===== src/rtl/frac_timer.sv =====
module frac_timer #(
  parameter int ADDR_W   = 10,
  parameter int DATA_W   = 32,
  parameter int FRAC_W   = 16,
  parameter int LOW_DROP = 5
) (
  input  logic              clk,
  input  logic              rst_n,
  input  logic              bus_req,
  input  logic              bus_we,
  input  logic [ADDR_W-1:0] bus_addr,
  input  logic [DATA_W-1:0] bus_wdata,
  output logic [DATA_W-1:0] bus_rdata,
  output logic              irq
);
  localparam int TIME_W = 2 * DATA_W;
  localparam int ACC_W  = FRAC_W + 1;
  localparam logic [DATA_W-1:0] KEEP = {DATA_W{1'b1}} << LOW_DROP;

  localparam logic [ADDR_W-1:0] A_STAT = ADDR_W'('h040);
  localparam logic [ADDR_W-1:0] A_EN   = ADDR_W'('h050);
  localparam logic [ADDR_W-1:0] A_NUM  = ADDR_W'('h080);
  localparam logic [ADDR_W-1:0] A_DEN  = ADDR_W'('h084);
  localparam logic [ADDR_W-1:0] A_TLO  = ADDR_W'('h100);
  localparam logic [ADDR_W-1:0] A_THI  = ADDR_W'('h104);
  localparam logic [ADDR_W-1:0] A_ALM  = ADDR_W'('h108);

  logic [FRAC_W-1:0] num_q, den_q;
  logic [ACC_W-1:0]  acc_q;
  logic [TIME_W-1:0] time_q;
  logic [DATA_W-1:0] alarm_q;
  logic              stat_q, en_q;

  wire wr      = bus_req & bus_we;
  wire rd      = bus_req & ~bus_we;
  wire wr_stat = wr && bus_addr == A_STAT;
  wire wr_en   = wr && bus_addr == A_EN;
  wire wr_num  = wr && bus_addr == A_NUM;
  wire wr_den  = wr && bus_addr == A_DEN;
  wire wr_tlo  = wr && bus_addr == A_TLO;
  wire wr_thi  = wr && bus_addr == A_THI;
  wire wr_alm  = wr && bus_addr == A_ALM;

  wire [ACC_W-1:0] sum   = acc_q + ACC_W'(num_q);
  wire [ACC_W-1:0] steps = sum / ACC_W'(den_q);
  wire [ACC_W-1:0] rem   = sum % ACC_W'(den_q);
  wire             run   = (num_q != '0) && (den_q != '0);
  wire             hit   = time_q >= TIME_W'(alarm_q);
  wire             clr   = wr_stat && bus_wdata[0];

  always_ff @(posedge clk or negedge rst_n) begin
    if (!rst_n) begin
      time_q <= '0;
      acc_q  <= '0;
    end else if (wr_tlo) begin
      time_q[DATA_W-1:0] <= bus_wdata & KEEP;
      acc_q              <= '0;
    end else if (wr_thi) begin
      time_q[TIME_W-1:DATA_W] <= bus_wdata & KEEP;
      acc_q                   <= '0;
    end else if (run) begin
      time_q <= time_q + TIME_W'(steps);
      acc_q  <= rem;
    end
  end

  always_ff @(posedge clk or negedge rst_n) begin
    if (!rst_n) begin
      num_q   <= FRAC_W'(1);
      den_q   <= FRAC_W'(1);
      alarm_q <= '0;
      en_q    <= 1'b0;
    end else begin
      if (wr_num) num_q <= bus_wdata[FRAC_W-1:0];
      if (wr_den) den_q <= (bus_wdata[FRAC_W-1:0] == '0) ? FRAC_W'(1) : bus_wdata[FRAC_W-1:0];
      if (wr_alm) alarm_q <= bus_wdata & KEEP;
      if (wr_en)  en_q <= bus_wdata[0];
    end
  end

  always_ff @(posedge clk or negedge rst_n) begin
    if (!rst_n)   stat_q <= 1'b0;
    else if (clr) stat_q <= 1'b0;
    else if (hit) stat_q <= 1'b1;
  end

  always_ff @(posedge clk or negedge rst_n) begin
    if (!rst_n) bus_rdata <= '0;
    else if (rd) begin
      case (bus_addr)
        A_STAT:  bus_rdata <= DATA_W'(stat_q);
        A_EN:    bus_rdata <= DATA_W'(en_q);
        A_NUM:   bus_rdata <= DATA_W'(num_q);
        A_DEN:   bus_rdata <= DATA_W'(den_q);
        A_TLO:   bus_rdata <= time_q[DATA_W-1:0];
        A_THI:   bus_rdata <= time_q[TIME_W-1:DATA_W];
        A_ALM:   bus_rdata <= alarm_q;
        default: bus_rdata <= '0;
      endcase
    end
  end

  assign irq = stat_q & en_q;

  AST_DEN_NONZERO: assert property (@(posedge clk) disable iff (!rst_n)
    den_q != '0);
  AST_HOLD_IDLE: assert property (@(posedge clk) disable iff (!rst_n)
    (num_q == '0 && !wr_tlo && !wr_thi) |=> $stable(time_q));
  AST_TIME_MONO: assert property (@(posedge clk) disable iff (!rst_n)
    (!wr_tlo && !wr_thi) |=> time_q >= $past(time_q));
  AST_ALARM_LATCH: assert property (@(posedge clk) disable iff (!rst_n)
    (hit && !clr) |=> stat_q);
  AST_CLEAR_WINS: assert property (@(posedge clk) disable iff (!rst_n)
    clr |=> !stat_q);
  AST_IRQ_NEEDS_EN: assert property (@(posedge clk) disable iff (!rst_n)
    (!en_q && !wr_en) |=> !irq);
endmodule


===== config.mk =====
export PLATFORM = sky130hd
export DESIGN_NAME = frac_timer
export DESIGN_NICKNAME = d
export VERILOG_FILES = /design/src/rtl/frac_timer.sv
export SDC_FILE = /design/constraint.sdc
export NUM_CORES = 1
export LEC_CHECK = 0
export BUFFER_PORTS_ARGS = -buffer_cell sky130_fd_sc_hd__buf_2
export CAP_MARGIN = 20
export CORE_UTILIZATION = 32
export DETAILED_ROUTE_END_ITERATION = 16
export PLACE_DENSITY = 0.44
export SYNTH_ARGS = -nofsm -noshare
export SYNTH_HDL_FRONTEND = slang
export SYNTH_SLANG_ARGS = --single-unit

===== constraint.sdc =====
create_clock -name clk -period 102.1 [get_ports clk]
set_input_delay 5.105 -clock clk [delete_from_list [all_inputs] [get_ports clk]]
set_output_delay 5.105 -clock clk [all_outputs]
set_load 0.05 [all_outputs]

Yosys cells after proc, flatten, opt, wreduce, memory -nomap -nowiden
Cells that the tools add are included.

cells by class
  add/sub/neg operators = 2
  divide/modulo/power cells = 2
  reductions and logical operators = 18
  equal/unequal tests = 8
  bitwise operators = 5
  multiplexer cells = 11
  magnitude comparators = 1

operators by type and width
  kind                   number
  $pmux W32 S7           1
  $mux W32               3
  $add A64 B17 Y64       1
  $ge A64 B32 Y1         1
  $mux W64               1
  $mux W17               3
  $reduce_bool A16 Y1    2
  $eq A10 B9 Y1 const B  3
  $eq A10 B7 Y1 const B  2
  $eq A10 B8 Y1 const B  2
  $add A17 B16 Y17       1
  $div A17 B16 Y17       1
  $mod A17 B16 Y17       1
  $logic_not A16 Y1      1
  $mux W16               1
  $logic_and A1 B1 Y1    9
  $reduce_bool A2 Y1     3
  $reduce_and A2 Y1      2
  $and A1 B1 Y1          3
  $reduce_bool A3 Y1     1
  $mux W1                2
  $ne A2 B2 Y1 const B   1
  $not A1 Y1             2

word-level totals
  flip-flop bits (word level) = 174
  word-level logic and storage cells = 56
  output and inout bits = 33
  input bits = 46

Logic depth before layout (Yosys ltp)
Gate-level depths: netlist of the first run.

  word-level depth = 6
  mapped depth = 181
  depth with buffers taken out = 169

Least setup slack after synthesis of the first run
No wires, ideal clock.

  path kind = reg2reg
  start point = register num_q[0]
  end point = register time_q[60]
  buffers on the path = 15
  required time = 101,974 ps
  stages on the path, launching flop included = 164
  library setup time = 126 ps
  data arrival time = 33,588 ps
  setup slack = 68,386 ps
  clock period less this slack = 33,714 ps
  cells stage by stage = dfstp_2 ha_1 inv_1 fa_1 nor2b_1 o221ai_1 o211ai_1 a21o_1 o21a_1 nor2_1 xnor2_1 ha_1 o21bai_1 nor2_1 mux2_2 ha_1 o21a_1 nor3b_1 [... 128 more ...] buf_2 inv_2 buf_4 ha_1 inv_1 fa_1 nor2b_1 o21ai_0 a21boi_0 o21a_1 o21ai_0 a21o_1 a21boi_0 nor2_1 o21a_1 clkbuf_1 nor3_1 a221o_1

between the ends
  word-level cells in the longest chain between the ends = 5
  elaborated cells on any way between the ends = 9
  classes of those cells = add/sub: 2; div: 1; mux: 2; reduce/logical: 4

ends and longest elaborated chain
  what                           RTL line  text
  start, declared                28        logic [FRAC_W-1:0] num_q, den_q;
  start signal, assigned         74        if (wr_num) num_q <= bus_wdata[FRAC_W-1:0];
  $add A17 B16 Y17               44        wire [ACC_W-1:0] sum = acc_q + ACC_W'(num_q);
  $div A17 B16 Y17               45        wire [ACC_W-1:0] steps = sum / ACC_W'(den_q);
  $add A64 B17 Y64               62        time_q <= time_q + TIME_W'(steps);
  $mux W64                       61        end else if (run) begin
  $mux W32                       58        end else if (wr_thi) begin
  end signal, assigned by index  56        time_q[DATA_W-1:0] <= bus_wdata & KEEP;
  end signal, assigned by index  59        time_q[TIME_W-1:DATA_W] <= bus_wdata & KEEP;
  end signal, assigned           62
  end, declared                  30        logic [TIME_W-1:0] time_q;

Several ways; a longest one is shown, not always the timed one. The select of a mux whose other input is x is not followed.
A chain may end at the register's enable or synchronous reset.

Final worst setup path of the first run
  start point = register num_q[0]
  end point = register time_q[40]

Same word-level chain as after synthesis.

==> impl.org, run 1 <==
** Placed design
- Number of I/O port buffers :: 78
- Final HPWL from detailed placement :: 57,600 µm
- DP Cell Count :: 3,153
- At the end of routability-driven placement, the weighted congestion stood at approximately 0.89.
- Cell area reported after detailed placement :: 0.0203 mm²

** Critical path
- The critical path contains buffers and inverters numbering 14 combined.
- Data on the critical path is required at its endpoint by 102,430 ps.
- The kind of cell with the highest combined delay along the critical path is compound AO/OA/AOI/OAI gates.
- Crit-path max cell delay :: 830 ps
- CP endpoint kind :: flop
- Slowest stage cell on the critical path :: sky130_fd_sc_hd__o31ai_1
- STA classifies the critical path startpoint as a flop.
- In this run the worst path has a maximum fanout of 24.
- Crit Path Category :: flop to flop
- Top cell by count, worst path :: sky130_fd_sc_hd__ha_1
- Data arrives at the worst endpoint at 41,850 ps.

** Floorplan
- After floorplanning, the core was divided into 88 placement rows.
- Measured along the y axis, the die boundary spans 246 µm.
- Core Area :: 0.0581 mm²
- Die footprint :: 0.0603 mm²
- Once the floorplan was initialized, standard cells occupied approximately 33% of the core.
- Top Ports :: about 80
- Measured along the x axis, the die boundary spans 246 µm.

** Synth
- A synthesized cell averages 8.04 µm².
- Nets in the synthesized netlist :: between 2,000 and 3,000
- In the synthesized netlist the async set-or-reset flop fraction comes to 100%.
- Most instantiated cells after synthesis :: 233 x sky130_fd_sc_hd__nor2_1, 214 x sky130_fd_sc_hd__ha_1, 206 x sky130_fd_sc_hd__nand2_1, 172 x sky130_fd_sc_hd__dfrtp_1, 166 x sky130_fd_sc_hd__a21oi_1
- Mux share of post-synthesis cell area :: 5.99%
- Summing the areas of all compound-gate instances in the mapped netlist gives 26.5% of the synthesized area.
- Post-synthesis cell type with the largest combined area :: sky130_fd_sc_hd__dfrtp_1
- The synthesized design contains 0 enable-type register cells.
- Of the total synthesized cell area, the portion taken by XOR and XNOR cells is 5.76%.
- In this run the biggest area consumer among cell types represents a little under a quarter of the synthesized area.
- By area, the combinational part of the netlist is dominated by compound AO/OA/AOI/OAI gates.
- After Yosys synthesis, and, or, nand and nor cells account for 20.5% of the synthesized area.
- Cell area after synthesis :: about 0.019 mm²
- Number of synthesis warnings :: 0
- Sorting the synthesized cells by area gives the leading types as sky130_fd_sc_hd__dfrtp_1 23%, sky130_fd_sc_hd__ha_1 14%, sky130_fd_sc_hd__mux2_2 5.0%.
- Number of cells produced by synthesis :: 2,363
- In this run, distinct cell masters in the synthesized netlist total 99.
- In the synthesized netlist the dominant register cell turns out to be sky130_fd_sc_hd__dfrtp_1.
- The synthesized netlist devotes 14.4% of its cell area to adder and majority cells.
- Among all cell types in the netlist, the one instantiated most often is sky130_fd_sc_hd__nor2_1.
- Register area share after synthesis :: 22.9%
- Counting flops and latches in the post-synthesis netlist gives 174.

** Global routing
- Via count of the first global-routing pass :: 18,300
- The first global-routing pass estimated 114,000 µm of wire.
- Overall global routing resource usage :: 24.5%
- Leftover overflow at the end of global routing :: 0
- Number of antenna violations at the first check in global routing :: 2
- Entering global routing, the biggest net connects 116 pins.

** Timing
- Setup violations remaining at the end of the flow were counted as 0.
- For the pin with the worst max-slew slack, the measured transition is 1030 ps.
- Max-slew violation count :: 0
- Setup TNS after final layout :: 0 ps
- Clock skew :: 11.0 ps
- Static timing analysis puts the maximum clock frequency at 24.1 MHz.
- Hold Vio Cnt, Final :: 0
- Tcrit/Tclk final :: 40.7%
- Worst max-slew margin expressed relative to the limit :: a little under a third
- Counting I/O delays and the setup requirement, the final critical path takes between 40,000 and 50,000 ps.
- Setup repair after global routing left no endpoint under its margin.
- Across all hold checks on the routed design, the worst slack comes to around 530 ps.

** Finish
- Number of nets at the end of the flow :: 2,672
- Relative to the synthesized area, the layout overhead comes to 10.1%.
- Once layout is complete, the cells apart from fillers number 3,187.
- Proportion of layout cells with a drive suffix above 1 :: 11.5%
- The multi-input combinational cells in the finished layout cover a total of 0.0139 mm².
- Inserted Diodes :: 0
- After routing the design area is between 0.02 and 0.025 mm².
- FF/Latch Area :: approximately 0.0044 mm²
- Number of inserted filler cells in the final layout :: 6,089

** CTS
- The number of hold buffers added after CTS was 0.
- Count of instances resized after the clock tree is built :: 0
- Clock tree synthesis inserted a total of 17 buffers.
- Clock latency on the worst-skew pair :: 440 ps
- CTS H-tree lvls :: 4
- The number of setup buffers added after CTS is 0.
- Clock transition time at the flip-flop clock pins of the worst setup and hold paths :: 70 ps
- The clock drives 174 sinks.
- Clock tree synthesis selected as its root buffer the cell sky130_fd_sc_hd__clkbuf_16.
- The longest clock path from root to sink contains 2 buffers.
- CTS tree :: yes

** Detailed routing
- Residual antenna-violating net count after detailed routing :: 0
- Routed WL per cell :: 23.5 µm
- Via count :: 19,092
- Vias per inst :: 5.99
- The first TritonRoute pass finished after 6 iterations.
- For this run, design rule violations remaining after detail routing come to 0.
- The routed design has ~75,000 µm of wire.
- Initial detailed-routing violation count :: 1,692

** Status
- Result of the run :: completed

** Min path
- Path class of the lowest-slack min-delay path :: flop to flop

** Job
- Max capacitance violation total :: 0
## registers in the layout, indices dropped and copies added (netlist names)
signal,flops
time_q,64
bus_rdata,32
alarm_q,27
acc_q,17
den_q,16
num_q,16
en_q,1
stat_q,1
## per-layer routing
metal | share of wire [%] | track usage (%)
met5 | 0 | 0
met4 | 2.0 | 5.66
met3 | 5.1 | 1.76
met2 | 45 | 39.1
met1 | 48 | 35.7
## worst paths after layout
check | depth (start not counted) | start | to | slack, ps
setup reg to reg | 155 | num_q[0] | time_q[40] | 60580
min in group asynchronous | 1 | rst_n | den_q[9] | 4810
setup / recovery | 155 | num_q[0] | time_q[40] | 60580
max in group asynchronous | 2 | rst_n | bus_rdata[4] | 95840
hold reg to reg | 2 | bus_rdata[20] | bus_rdata[20] | 530
hold / removal | 2 | bus_rdata[20] | bus_rdata[20] | 530
## layout make-up
type,instances,area share (%)
clock buffer,23,2.28
multi-input combinational,1997,66.6
timing repair buffer,107,3.16
tap,765,4.58
inverter,112,2.01
sequential,174,20.8
clock inverter,9,0.520
## tightest hold or removal path: cells and delay by family, from the launching register on
family	cells	cell delay, ps
AO/OA/AOI/OAI	1	100
AND/OR/NAND/NOR	1	50
flip-flops	1	340
## cell families (layout without fill, tap and decap cells)
group                    after synthesis  after routing
AND/OR/NAND/NOR                      813            813
flip-flops                           174            174
adder cells (fa/ha/maj)              217            217
AO/OA/AOI/OAI                        739            739
XOR/XNOR                             125            125
buffers and inverters                192            251
multiplexers                         103            103
## stage by stage
stage / setup WS (ps) / utilization [%]
2_1_floorplan: 68390 / -
3_3_place_gp: 62190 / 34.9
3_5_place_dp: 61250 / 34.9
4_1_cts: 61140 / 35.9
5_1_grt: 57070 / 36.0
6_report: 60580 / 36.0
## cells in the final DEF (no fill, tap or decap), types with 79 or more instances in the layout
master / synthesis / routed
sky130_fd_sc_hd__nand2_1: 206 / 205
sky130_fd_sc_hd__dfrtp_1: 172 / 172
sky130_fd_sc_hd__nor2_1: 233 / 228
sky130_fd_sc_hd__xnor2_1: 79 / 79
sky130_fd_sc_hd__inv_1: 106 / 106
sky130_fd_sc_hd__o21ai_0: 121 / 121
sky130_fd_sc_hd__a21oi_1: 166 / 165
sky130_fd_sc_hd__ha_1: 214 / 214
sky130_fd_sc_hd__nor3_1: 83 / 82
sky130_fd_sc_hd__mux2_2: 85 / 85
Power of run 1 is left out: the tool's default activity adds up to more than one toggle a clock period on the data nets, which glitch-free logic cannot reach.
==> run 2: changes to the inputs <==
==> constraint.sdc (replaced) <==
create_clock -name clk -period 39 [get_ports clk]
set_input_delay 1.95 -clock clk [delete_from_list [all_inputs] [get_ports clk]]
set_output_delay 1.95 -clock clk [all_outputs]
set_load 0.05 [all_outputs]
==> run 2 against run 1 <==
Against the previous run: utilization up 0.63 points; register-to-register slack worse by 58000 ps; worst hold slack worse by 27 ps; cell area up 1.7%; non-clock buffer count up 24; die area unchanged; first-iteration DRC count down 7.4%; global-route usage down 0.078 points; flip-flop and latch count unchanged; critical path depth up 12; critical path type unchanged.
==> impl.org, run 2 (same netlist as run 1, synthesis figures left out) <==
** Critical path
- Critical Path Start Type :: flop (unchanged)
- Flop-to-flop setup slack :: 2290 ps (was 60,580 ps)
- The slowest stage cell on the critical path is sky130_fd_sc_hd__or4_1 (was sky130_fd_sc_hd__o31ai_1).
- The arrival time of data at the critical path endpoint was 37,090 ps (was 41,850 ps).
- Worst-path fanout max :: 23 (was 24)
- Crit Path Category :: flop to flop (unchanged)
- The startpoint of the worst-slack reg-to-reg timing path was num_q[0] (unchanged).
- The endpoint of the worst-slack reg-to-reg timing path is time_q[56] (was time_q[40]).
- The delay of the slowest critical-path stage was 620 ps (was 830 ps).
- The cell depth of the worst flop-to-flop path is 167 (was 155).
- Data required time at the worst endpoint :: 39,380 ps (was 102,430 ps)
- The most used cell along the critical path is sky130_fd_sc_hd__ha_1 (unchanged).
- CP endpoint kind :: flop (unchanged)

** Timing
- The hold violation count in the final report is 0 (unchanged).
- Slew at the pin closest to its max-slew limit :: 1050 ps (was 1030 ps)
- The count of final max-slew check failures was 0 (unchanged).
- The share of the clock period used by the worst path after layout is 94.1% (was 40.7%).
- The setup total negative slack came to 0 ps (unchanged).
- Max Clk Rate :: 27.2 MHz (was 24.1 MHz)
- Clock skew :: 10.6 ps (was 11.0 ps)
- The final count of negative-setup-slack endpoints was 0 (unchanged).
- Worst max-slew margin expressed relative to the limit :: 30.0% (was 31.4%)
- Min Tclk post-route :: 36,710 ps (was 41,520 ps)

** Placed design
- Gpl congestion :: 0.904 (was 0.890)
- Cell area reported after detailed placement :: 0.0204 mm² (was 0.0203 mm²)
- Number of I/O port buffers :: 78 (unchanged)
- Final HPWL from detailed placement :: 58,000 µm (was 57,600 µm)
- The number of cells after detailed placement is 3,162 (was 3,153).

** Finish
- Number of nets at the end of the flow :: 2,696 (was 2,672)
- Number of flip-flops under the largest register name :: 64 (unchanged)
- Biggest registers after layout :: time_q (64), bus_rdata (32), alarm_q (27) (unchanged)
- The number of fill cells was 6,119 (was 6,089).
- The fraction of layout cells with a size suffix above 1 is 13.8% (was 11.5%).
- The sequential cell area was 0.00436 mm² (unchanged).
- Multi-input combinational cell area :: 0.0141 mm² (was 0.0139 mm²)
- The final cell count without fillers is 3,211 (was 3,187).
- The signed area change from the synthesized netlist to the final layout is 12.0% (was 10.1%).
- Top library cells by usage in the layout, fill and taps aside: 227 x sky130_fd_sc_hd__nor2_1, 214 x sky130_fd_sc_hd__ha_1, 205 x sky130_fd_sc_hd__nand2_1 (was 228 x sky130_fd_sc_hd__nor2_1, 214 x sky130_fd_sc_hd__ha_1, 205 x sky130_fd_sc_hd__nand2_1).
- Most common library cell in the layout ignoring fill and taps :: sky130_fd_sc_hd__nor2_1 (unchanged)
- Largest register by flop count :: time_q (unchanged)
- Inserted Diodes :: 0 (unchanged)
- Share of the core filled with cells in the final layout :: 36.6% (was 36.0%)
- Post-route design area :: 0.0213 mm² (was 0.0209 mm²)

** Job
- Max capacitance violation total :: 0 (unchanged)

** Status
- Result of the run: completed (unchanged).

** Detailed routing
- Vias per inst :: 5.97 (was 5.99)
- The average detailed-routed wire length per instance was 23.4 µm (was 23.5 µm).
- Initial detailed-routing violation count :: 1,567 (was 1,692)
- Total Wirelength :: 75,200 µm (was 75,000 µm)
- Residual antenna-violating net count after detailed routing :: 0 (unchanged)
- The number of vias after detailed routing came to 19,171 (was 19,092).
- Remaining DRCs :: 0 (unchanged)
- Initial DRT Pass Iterations :: 5 (was 6)

** CTS
- The clock network latency to the later pin of the worst-skew pair is 450 ps (was 440 ps).
- Clock transition time at the flip-flop clock pins of the worst setup and hold paths :: 80 ps (was 70 ps)
- Clock Root Buffer :: sky130_fd_sc_hd__clkbuf_16 (unchanged)
- The TritonCTS clock tree is yes (unchanged).
- Maximum count of clock buffers along a single path :: 2 (unchanged)
- CTS H-tree lvls :: 4 (unchanged)
- Total number of clock tree sinks :: 174 (unchanged)
- Total CTS buffers :: 17 (unchanged)
- CTS Hold Buffers Added :: 0 (unchanged)

** Global routing
- Met2 capacity usage during global routing :: 39.2% (was 39.1%)
- Met1 GRT Util :: 34.4% (was 35.7%)
- Overall global routing resource usage :: 24.5% (about the same)
- The global-route track usage on met3 came to 3.04% (was 1.76%).
- The number of global-route vias before repair was 18,348 (was 18,300).
- The total congestion overflow after global routing is 0 (unchanged).
- The pin count of the biggest net entering global routing came to 116 (unchanged).
- Number of antenna violations at the first check in global routing :: 2 (unchanged)
- Global-route layer with the greatest usage :: met2 (unchanged)
- The global-route wire length before repair came to 113,000 µm (was 114,000 µm).

** Floorplan
- The site row count is 88 (unchanged).
- Effective utilization at floorplan :: 32.7% (unchanged)
- The placeable core region is 0.0581 mm² (unchanged).
- The die span in x is 246 µm (unchanged).
- The full die area was 0.0603 mm² (unchanged).
- Top Ports :: 79 (unchanged)
- The vertical extent of the die came to 246 µm (unchanged).

** Min path
- The worst hold path endpoint is acc_q[5] (was bus_rdata[20]).
- The number of cells on the worst hold path is 2 (unchanged).
- The origin of the worst min-delay path is acc_q[5] (was bus_rdata[20]).
- The type of the most critical hold path was flop to flop (unchanged).
-- run 2: cell types whose count changed in the layout (fill, tap and decap cells not counted), sizes merged --
cell,previous run,this run
buf,106,130
clkbuf,24,21
clkinvlp,4,10
inv,111,108
-- run 2: layout make-up --
cell class	count	share of cell area, %
multi-input cells	1997	66.3
inverters	112	2.08
clock inverters	12	0.641
well taps	765	4.50
flip-flops and latches	174	20.5
clock buffers	20	2.15
repair buffers	131	3.86
-- run 2: critical path, delay by kind of cell, from the launching register on --
kind	cells	cell delay (ps)
AO/OA/AOI/OAI	79	16600
AND/OR/NAND/NOR	39	7360
adder cells (fa/ha/maj)	21	6630
buffers and inverters	23	3840
multiplexers	4	1430
flip-flops	1	570
XOR/XNOR	1	150
-- run 2: timing repair --
item                                    4_1_cts  5_1_grt
buffers inserted                              0       16
pin swaps                                     0        3
gates resized for setup                       4       48
endpoints found under the setup margin       19       80
-- run 2: metrics by stage --
step	setup slack, ps	hold slack (ps)
finish	2290	502
global placement	147	475
floorplan	5290	454
global route	-146	526
detailed placement	-283	484
CTS	172	502
-- run 2: how the worst max path moves through the flow --
stage | end | startpoint | cells past startpoint
floorplan | time_q[60] | num_q[0] | 163
global placement | time_q[54] | num_q[0] | 157
finish | time_q[56] | num_q[0] | 167
global route | time_q[56] | num_q[0] | 170
detailed placement | time_q[56] | num_q[0] | 161
CTS | time_q[56] | num_q[0] | 163
-- run 2: per-layer routing --
metal	up-vias	wire length (µm)	share of wire (%)
li1	9056	-	-
met1	9401	34900	46
met2	631	34100	45
met3	81	4710	6.3
met4	2	1510	2.0
met5	-	8	0.011
Power of run 2 is left out for the same reason.
==> run 3: changes to the inputs <==
--- a/config.mk
+++ b/config.mk
@@ -7,9 +7,9 @@
 export LEC_CHECK = 0
 export BUFFER_PORTS_ARGS = -buffer_cell sky130_fd_sc_hd__buf_2
 export CAP_MARGIN = 20
-export CORE_UTILIZATION = 32
+export CORE_UTILIZATION = 60
 export DETAILED_ROUTE_END_ITERATION = 16
-export PLACE_DENSITY = 0.44
+export PLACE_DENSITY = 0.75
 export SYNTH_ARGS = -nofsm -noshare
 export SYNTH_HDL_FRONTEND = slang
 export SYNTH_SLANG_ARGS = --single-unit
==> run 3 against run 2 <==
Against the previous run: the run now ends with design-rule violations left; largest cell class unchanged; flip-flop and latch count unchanged; via count rose by 4.2%; maximum frequency is 0.30% lower; sequential share of layout area rose by 0.55 points; cell count is 12% lower.
==> impl.org, run 3 (same netlist as run 1, synthesis figures left out) <==
** Status
- Result of the run: finished, violations left (was completed).
- Violated checks :: design-rule violations

** Placed design
- Cell area reported after detailed placement :: 0.0198 mm² (was 0.0204 mm²)
- Final HPWL from detailed placement :: 51,100 µm (was 58,000 µm)
- Gpl congestion :: 0.999 (was 0.904)
- Number of I/O port buffers :: 78 (unchanged)

** Finish
- The fraction of layout cells with a size suffix above 1 is 13.0% (was 13.8%).
- The number of nets in the finished design came to 2,689 (was 2,696).
- Largest register by flop count :: time_q (unchanged)
- Biggest registers after layout: time_q (64), bus_rdata (32), alarm_q (27) (unchanged).
- Top library cells by usage in the layout, fill and taps aside :: 228 x sky130_fd_sc_hd__nor2_1, 214 x sky130_fd_sc_hd__ha_1, 206 x sky130_fd_sc_hd__nand2_1 (was 227 x sky130_fd_sc_hd__nor2_1, 214 x sky130_fd_sc_hd__ha_1, 205 x sky130_fd_sc_hd__nand2_1)
- The number of flip-flops under the largest register name came to 64 (unchanged).
- Post-route design area :: 0.0207 mm² (was 0.0213 mm²)
- Area delta synth->final :: 9.08% (was 12.0%)
- The most frequent standard cell in the layout excluding fill and tap cells is sky130_fd_sc_hd__nor2_1 (unchanged).

** Critical path
- The endpoint class of the critical path was a flop (unchanged).
- The top fanout value on the critical path is 24 (was 23).
- Slowest stage cell on the critical path :: sky130_fd_sc_hd__dfstp_2 (was sky130_fd_sc_hd__or4_1)
- Data required time at the worst endpoint :: 39,320 ps (was 39,380 ps)
- Critical Path Start Type :: flop (unchanged)
- The critical path class is flop to flop (unchanged).
- Critical path arrival :: 37,150 ps (was 37,090 ps)
- Crit-path max cell delay :: 570 ps (was 620 ps)
- Top cell by count, worst path :: sky130_fd_sc_hd__ha_1 (unchanged)

** Global routing
- Number of antenna violations at the first check in global routing :: 4 (was 2)
- Maximum number of pins on one net before global-route repair :: 107 (was 116)
- First-pass GRT wire length :: 105,000 µm (was 113,000 µm)
- The number of global-route vias before repair came to 18,471 (was 18,348).
- Overall global routing resource usage :: 41.5% (was 24.5%)
- The total congestion overflow after global routing was 0 (unchanged).

** CTS
- Maximum count of clock buffers along a single path :: 2 (unchanged)
- The count of H-tree levels built during CTS came to 4 (unchanged).
- The number of clock sinks was 174 (unchanged).
- The clock-pin slew reported for the worst setup and hold paths after clock tree synthesis was 70 ps (was 80 ps).
- CTS Hold Buffers Added :: 0 (unchanged)
- The root buffer cell is sky130_fd_sc_hd__clkbuf_16 (unchanged).
- The TritonCTS clock tree was yes (unchanged).
- Clock latency on the worst-skew pair :: 440 ps (was 450 ps)
- The CTS buffer count was 17 (unchanged).

** Floorplan
- The full die area was 0.0324 mm² (was 0.0603 mm²).
- Chip Width :: 180 µm (was 246 µm)
- The vertical extent of the die is 180 µm (was 246 µm).
- The placeable core region was 0.0308 mm² (was 0.0581 mm²).
- The number of placed I/O pins was 79 (unchanged).
- The starting density of the core was 61.6% (was 32.7%).
- The site row count was 64 (was 88).

** Detailed routing
- The average detailed-routed wire length per instance was 24.0 µm (was 23.4 µm).
- The number of antenna-violating nets in the routed design is 0 (unchanged).
- Vias per inst :: 7.04 (was 5.97)
- The total met2 wirelength after detailed routing was 29,300 µm (was 34,100 µm).
- The amount of wire on met3 after detailed routing came to 7880 µm (was 4710 µm).
- Initial DRT Pass Iterations :: 13 (was 5)
- Via count :: 19,972 (was 19,171)
- Initial detailed-routing violation count :: 2,405 (was 1,567)
- Total Wirelength :: 68,000 µm (was 75,200 µm)
- The number of design rule violations left after detail routing came to 5 (was 0).
- The length of routed wiring on met1 came to 28,000 µm (was 34,900 µm).
- Uppermost routed layer :: met5 (unchanged)

** Timing
- Max-slew violation count :: 0 (unchanged)
- The clock tree skew after final layout is 12.2 ps (was 10.6 ps).
- Slew at the pin closest to its max-slew limit :: 1270 ps (was 1050 ps)
- Endpoints failing setup :: 0 (unchanged)
- Min Tclk post-route :: 36,820 ps (was 36,710 ps)
- Tcrit/Tclk final :: 94.4% (was 94.1%)
- The hold violation count in the final report came to 0 (unchanged).
- Max Clk Rate :: 27.2 MHz (about the same)
- Worst max-slew margin expressed relative to the limit :: 13.0% (was 30.0%)

** Job
- Max capacitance violation total :: 0 (unchanged)

** Min path
- The type of the most critical hold path was flop to flop (unchanged).
-- run 3: cell type report --
| cell class | instances | area, µm² |
|---|---|---|
| flip-flops and latches | 174 | 4360 |
| clock inverters | 12 | 170 |
| multi-input cells | 1997 | 14100 |
| diodes | 3 | 7.51 |
| repair inverters | 2 | 10.0 |
| clock buffers | 20 | 437 |
| repair buffers | 122 | 727 |
| fillers | 2608 | 10100 |
| well taps | 396 | 495 |
| inverters | 112 | 437 |
-- run 3: worst paths after layout --
| kind | start | endpoint | slack [ps] | depth (start not counted) |
|---|---|---|---|---|
| min in group asynchronous | rst_n | alarm_q[11] | 1640 | 1 |
| max reg2reg | num_q[0] | time_q[63] | 2180 | 156 |
| max | num_q[0] | time_q[63] | 2180 | 156 |
| min | bus_rdata[20] | bus_rdata[20] | 530 | 2 |
| min reg2reg | bus_rdata[20] | bus_rdata[20] | 530 | 2 |
| max in group asynchronous | rst_n | time_q[33] | 35840 | 2 |
-- run 3: what timing repair did --
item / 4_1_cts / 5_1_grt
pin swaps: 0 / 7
cloned: 1 / 1
resized for setup: 6 / 31
buffers inserted: 0 / 14
endpoints found under the setup margin: 33 / 80
-- run 3: metrics by stage --
stage / TNS (ps) / hold WS, ps / utilization [%] / cells / setup WS [ps]
detailed placement: -2020 / 508 / 64.3 / 2787 / -243
global placement: 0 / 498 / 64.3 / 2787 / 1080
global route: -305 / 545 / 67.2 / 2838 / -96.8
finish: 0 / 531 / 67.2 / 2838 / 2180
floorplan: 0 / 454 / - / 2363 / 5290
CTS: 0 / 522 / 66.4 / 2820 / 121
-- run 3: metal layers --
layer	track usage, %	vias to the layer above
li1	-	9029
met5	0	-
met3	8.83	225
met4	17.3	2
met2	62.4	1210
met1	57.5	9506
-- run 3: worst max-delay path: cells and delay by family (launching register included) --
kind                       cells  cell delay [ps]
AOI/OAI and AO/OA             83            19300
xor gates and xnor gates       1              150
adders and majority gates     20             6350
buffers and inverters         14             2220
DFF                            1              570
muxes                          6             2220
and+or+nand+nor               32             5860
Power of run 3 is left out for the same reason.
